<file path="src/rtl/irq_nest_arbiter_pkg.sv">
package irq_nest_arbiter_pkg;
  localparam int unsigned PRIO_W = 4;
  typedef logic [PRIO_W-1:0] prio_t;

  // Clear the subpriority bits, keeping the top g bits (g saturates at PRIO_W)
  function automatic prio_t group_mask(input logic [2:0] gbits);
    int unsigned g;
    g = (int'(gbits) > PRIO_W) ? PRIO_W : int'(gbits);
    return prio_t'(({PRIO_W{1'b1}} << (PRIO_W - g)));
  endfunction
endpackage

</file>
<file path="src/rtl/irq_nest_select.sv">
module irq_nest_select
  import irq_nest_arbiter_pkg::*;
#(
  parameter int unsigned NUM_IRQ = 8,
  localparam int unsigned IW = $clog2(NUM_IRQ)
) (
  input  logic [NUM_IRQ-1:0]        eligible,
  input  logic [NUM_IRQ*PRIO_W-1:0] prio_flat,
  output logic                      found,
  output logic [IW-1:0]             best_id,
  output prio_t                     best_prio
);
  // Strict less-than keeps the earliest index on equal values
  always_comb begin
    found     = 1'b0;
    best_id   = '0;
    best_prio = '1;
    for (int i = 0; i < NUM_IRQ; i++) begin
      if (eligible[i] && (!found || prio_flat[i*PRIO_W +: PRIO_W] < best_prio)) begin
        found     = 1'b1;
        best_id   = IW'(i);
        best_prio = prio_flat[i*PRIO_W +: PRIO_W];
      end
    end
  end
endmodule

</file>
<file path="src/rtl/irq_nest_stack.sv">
module irq_nest_stack
  import irq_nest_arbiter_pkg::*;
#(
  parameter int unsigned STACK_DEPTH = 4,
  localparam int unsigned DW = $clog2(STACK_DEPTH + 1),
  localparam int unsigned AW = $clog2(STACK_DEPTH)
) (
  input  logic          clk,
  input  logic          rst_n,
  input  logic          push,
  input  logic          pop,
  input  prio_t         push_level,
  output prio_t         top_level,
  output logic [DW-1:0] depth,
  output logic          empty,
  output logic          full
);
  prio_t mem [STACK_DEPTH];

  assign empty     = (depth == '0);
  assign full      = (depth == DW'(STACK_DEPTH));
  assign top_level = empty ? '1 : mem[AW'(depth - DW'(1))];

  always_ff @(posedge clk) begin
    if (!rst_n) begin
      depth <= '0;
    end else if (pop && !empty) begin
      depth <= depth - DW'(1);
    end else if (push && !full) begin
      mem[AW'(depth)] <= push_level;
      depth           <= depth + DW'(1);
    end
  end
endmodule

</file>
<file path="src/rtl/irq_nest_arbiter.sv">
module irq_nest_arbiter
  import irq_nest_arbiter_pkg::*;
#(
  parameter int unsigned NUM_IRQ     = 8,
  parameter int unsigned STACK_DEPTH = 4,
  localparam int unsigned IW = $clog2(NUM_IRQ),
  localparam int unsigned DW = $clog2(STACK_DEPTH + 1)
) (
  input  logic                      clk,
  input  logic                      rst_n,
  input  logic [NUM_IRQ-1:0]        irq_pending,
  input  logic [NUM_IRQ-1:0]        irq_enable,
  input  logic [NUM_IRQ*PRIO_W-1:0] irq_prio,
  input  logic [2:0]                group_bits,
  input  logic                      take_ready,
  input  logic                      handler_done,
  output logic                      take_valid,
  output logic [IW-1:0]             take_id,
  output logic [PRIO_W-1:0]         take_level,
  output logic [PRIO_W-1:0]         active_level,
  output logic [DW-1:0]             active_depth
);
  logic [NUM_IRQ-1:0] eligible;
  logic               found;
  prio_t              best_prio;
  prio_t              cur_level;
  logic               stk_empty;
  logic               stk_full;

  for (genvar gi = 0; gi < NUM_IRQ; gi++) begin : g_elig
    assign eligible[gi] = irq_pending[gi] & irq_enable[gi];
  end

  irq_nest_select #(.NUM_IRQ(NUM_IRQ)) u_select (
    .eligible  (eligible),
    .prio_flat (irq_prio),
    .found     (found),
    .best_id   (take_id),
    .best_prio (best_prio)
  );

  assign take_level = best_prio & group_mask(group_bits);

  // Preempt only on a strictly better group level
  assign take_valid = found && !handler_done && !stk_full &&
                      (stk_empty || (take_level < cur_level));

  irq_nest_stack #(.STACK_DEPTH(STACK_DEPTH)) u_stack (
    .clk        (clk),
    .rst_n      (rst_n),
    .push       (take_valid && take_ready),
    .pop        (handler_done),
    .push_level (take_level),
    .top_level  (cur_level),
    .depth      (active_depth),
    .empty      (stk_empty),
    .full       (stk_full)
  );

  assign active_level = cur_level;
endmodule

</file>
<file path="config.mk">
export PLATFORM = sky130hd
export DESIGN_NAME = irq_nest_arbiter
export DESIGN_NICKNAME = d
export VERILOG_FILES = /design/src/rtl/irq_nest_arbiter_pkg.sv /design/src/rtl/irq_nest_select.sv /design/src/rtl/irq_nest_stack.sv /design/src/rtl/irq_nest_arbiter.sv
export SDC_FILE = /design/constraint.sdc
export NUM_CORES = 1
export LEC_CHECK = 0
export CORE_ASPECT_RATIO = 1.2
export CORE_MARGIN = 2
export CORE_UTILIZATION = 50
export CTS_BUF_LIST = sky130_fd_sc_hd__clkbuf_16
export CTS_CLUSTER_DIAMETER = 150
export DETAILED_ROUTE_END_ITERATION = 10
export PLACE_DENSITY = 0.81
export SLEW_MARGIN = 20
export SYNTH_ARGS = -nofsm -noshare
export SYNTH_HDL_FRONTEND = slang
export SYNTH_SLANG_ARGS = --single-unit
</file>
<file path="constraint.sdc">
create_clock -name clk -period 40.7 [get_ports clk]
set_input_delay 6.105 -clock clk [delete_from_list [all_inputs] [get_ports clk]]
set_output_delay 6.105 -clock clk [all_outputs]
set_load 0.01 [all_outputs]
</file>
==> results_dict.tcl <==
set metrics [dict create \
    worstPathMaxFanout 10 \
    hold_path_class "reg2reg" \
    critPathMostFrequentCell "ha_1" \
    use_met2_pct 49.46 \
    drv_slew 0 \
    die_area_mm2 0.006218 \
    worst_pin_slew_ns 0.8919 \
    switchingPower_mw 0.05599 \
    finalSetupTns_ns 0 \
    final-setup-viol-count 0 \
    htreeDepth 1 \
    fin_util_pct 68.10 \
    met1_usage_pct 30.54 \
    slew_headroom_pct 40.18 \
    cts.sinks 19 \
    yosys_register_bits 19 \
    r2r-end "u_stack.depth[1]$_SDFFE_PN0P_" \
    clkTransAtPathRegs_ns 0.05 \
    dp_cells 467 \
    synth_seq_area_share_pct 19.30 \
    cpPeakStageDelay_ns 0.66 \
    ant_nets 0 \
    crit_family "compound AO/OA/AOI/OAI gates" \
    fin_crit_ns 26.51 \
    rsz0062_at_grt "false" \
    fin_skew_ns 0.001087 \
    rows 29 \
    drt-wirelength-per-cell_um 16.88 \
    n_fill_cell 448 \
    core_area_mm2 0.005334 \
    synth_edf_count 16 \
    synthFlopType "edfxtp_1" \
    crit_buf_inv 9 \
    boundaryPins 70 \
    grt_pass1_wl_um 12800 \
    drive_gt1_share_pct 8.068 \
    required_ns 34.59 \
    end_kind "output pin" \
    antenna_found_initial 0 \
    initialDrtViolationCount 154 \
    cts_tree "yes" \
    use_met3_pct 2.820 \
    drc 0 \
    cp.arrival_ns 20.40 \
    final_nets 484 \
    hold_buffers 0 \
    path_class "in2out" \
    vias 2964 \
    synth_area_leader_cell "edfxtp_1" \
    synth_cells 340 \
    fp.dieW_um 72.32 \
    start_kind "input port" \
    routed_wl_um 7952 \
    p_int_mw 0.07836 \
    rrSetupSlack_ns 36.49 \
    first_global_vias 2787 \
    place_hpwl_um 6473 \
    cts-root-buf "clkbuf_16" \
    first_pass_iters 5 \
    clock_latency_ns 0.25 \
    synth_nets 414 \
    overflow 0 \
    portBuffers 69 \
    fmax_mhz 37.72 \
    syn_area_per_cell_um2 8.236 \
    power_frac_seq_pct 20.2 \
    async_flop_share_pct 0 \
    via_per_inst 6.293 \
    power_frac_comb_pct 65.3 \
    grt_max_degree 12 \
    cts_resized 0 \
    die_height_um 85.98 \
    r2r-start "u_stack.depth[0]$_SDFFE_PN0P_" \
    pwr-share-clk_pct 14.4 \
    antennaDiodeCount 0 \
    cts_setup_buffers 0 \
    reg2reg_depth 11 \
    endpoint "take_valid" \
    finalHoldViolCount 0 \
    netlist_area_mm2 0.002800 \
    status "finished clean" \
    cts_buffers 3 \
    switching_share_pct 41.68 \
    min_period_over_period_pct 65.13 \
    cp-startpoint "irq_pending[0]" \
    synth.distinct_cells 73 \
    ys_warn_count 0 \
    crit_cells 58 \
    slowest_stage "a2111oi_0" \
    grt_busiest_layer "met2" \
    stdcell_count 471 \
    vdd_drop_max_v 0.00002441 \
    yosys.area.top_type_share_pct 17.16 \
    power_density_mw_per_mm2 36.99 \
    place.gp.congestion 0.9207 \
    maxCapViolCount 0 \
    leakage_nw 1.488 \
    synthTopCellsByArea "edfxtp_1 (17%), ha_1 (8.5%), nand2_1 (4.7%)" \
    track_usage_pct 25.86 \
    area_delta_synth_final_pct 29.71 \
    initial_core_util_pct 52.50 \
    clock_path_buffers 2 \
]
[layer usage]
metal,up-vias,wire length (um)
met5,-,0
met4,0,100
met3,12,404
met2,100,4107
met1,1385,3340
li1,1467,-
[worst min path at each step]
stage	depth (start not counted)	from	end	slack, ns
after detailed placement	2	u_stack.depth[2]$_SDFFE_PN0P_	u_stack.depth[2]$_SDFFE_PN0P_	0.62
after floorplan	2	u_stack.depth[2]$_SDFFE_PN0P_	u_stack.depth[2]$_SDFFE_PN0P_	0.59
after global routing	2	u_stack.depth[2]$_SDFFE_PN0P_	u_stack.depth[2]$_SDFFE_PN0P_	0.70
after global placement	2	u_stack.depth[2]$_SDFFE_PN0P_	u_stack.depth[2]$_SDFFE_PN0P_	0.62
after CTS	2	u_stack.depth[2]$_SDFFE_PN0P_	u_stack.depth[2]$_SDFFE_PN0P_	0.62
final	2	u_stack.depth[2]$_SDFFE_PN0P_	u_stack.depth[2]$_SDFFE_PN0P_	0.64
[placed cells by master, fill, tap and decap left out, drive strengths merged, types with 4 or more instances in the layout]
cell	Yosys	final
clkdlybuf4s50	0	69
nand2	35	35
inv	31	32
nor2	29	29
a21oi	19	19
ha	19	19
edfxtp	16	16
a211oi	14	14
o21ai	14	14
nand3	11	11
mux2	9	9
mux2i	8	8
and3	7	7
o211ai	7	7
nand2b	6	6
nor2b	6	6
nor3	6	6
nand4	6	6
a211o	6	6
a21o	6	6
and2	6	6
o21a	5	5
o31ai	5	5
o22ai	4	4
mux4	4	4
a2111oi	4	4
[registers in the layout (all words and copies together) (netlist names)]
| register | flops |
|---|---|
| u_stack.depth | 3 |
| u_stack.mem | 16 |
[cell type report]
cell class / instances / area [um^2] / share of cell area [%]
multi-input cells: 286 / 2128 / 58.59
repair buffers: 69 / 690.7 / 19.01
flip-flops and latches: 19 / 540.5 / 14.88
inverters: 31 / 116.4 / 3.204
well taps: 62 / 77.57 / 2.136
clock buffers: 3 / 75.07 / 2.067
clock inverters: 1 / 3.754 / 0.1033
[power groups by stage]
stage | clock (mW) | combinational, mW | sequential (mW)
after floorplan | 0 | 0.0565 | 0.0266
after global placement | 0 | 0.0847 | 0.0274
after detailed placement | 0 | 0.0866 | 0.0275
after CTS | 0.0197 | 0.0870 | 0.0272
after global routing | 0.0202 | 0.0961 | 0.0275
final | 0.0194 | 0.0878 | 0.0272
[worst min-delay path: stages (launching register included)]
cell	delay [ns]
dfxtp_1	0.37
nand2_1	0.13
o311ai_1	0.08
[cells by family (layout without fill, tap and decap cells)]
kind of cell / Yosys count / in the layout / share of synthesized area (%)
fa+ha+maj: 20 / 20 / 8.847
mux: 21 / 21 / 9.830
simple gates: 123 / 123 / 22.07
compound gates: 119 / 119 / 34.32
flops: 19 / 19 / 19.30
xor+xnor: 3 / 3 / 0.9385
buf+inv: 35 / 104 / 4.691
[stage by stage]
| step | worst slack (ns) | cell area [um^2] | hold WS [ns] | power, mW |
|---|---|---|---|---|
| finish | 14.19 | 3632 | 0.6355 | 0.1344 |
| global route | 13.01 | 3632 | 0.6954 | 0.1438 |
| floorplan | 16.94 | 2800 | 0.5890 | 0.08311 |
| global placement | 14.65 | 3553 | 0.6198 | 0.1121 |
| detailed placement | 14.33 | 3553 | 0.6166 | 0.1140 |
| CTS | 14.29 | 3632 | 0.6248 | 0.1339 |
[synth_stat cells, types with 3 or more instances]
library cell	n
a22o_1	3
o22ai_1	4
mux2_2	7
nand3_1	11
and2_1	5
a211o_1	6
a21o_1	6
a211oi_1	12
nand2b_1	6
nand2_1	35
nor3_1	6
ha_1	19
o21ai_0	9
clkbuf_1	3
nor2_1	29
o211ai_1	4
and3_1	6
inv_1	31
dfxtp_1	3
edfxtp_1	16
o31ai_1	5
nor2b_1	6
mux2i_1	8
o21ai_1	3
a311oi_1	3
a21oi_1	19
o21a_1	5
mux4_2	4
nand4_1	6
No activity file was read; power rests on OpenSTA's default activity.
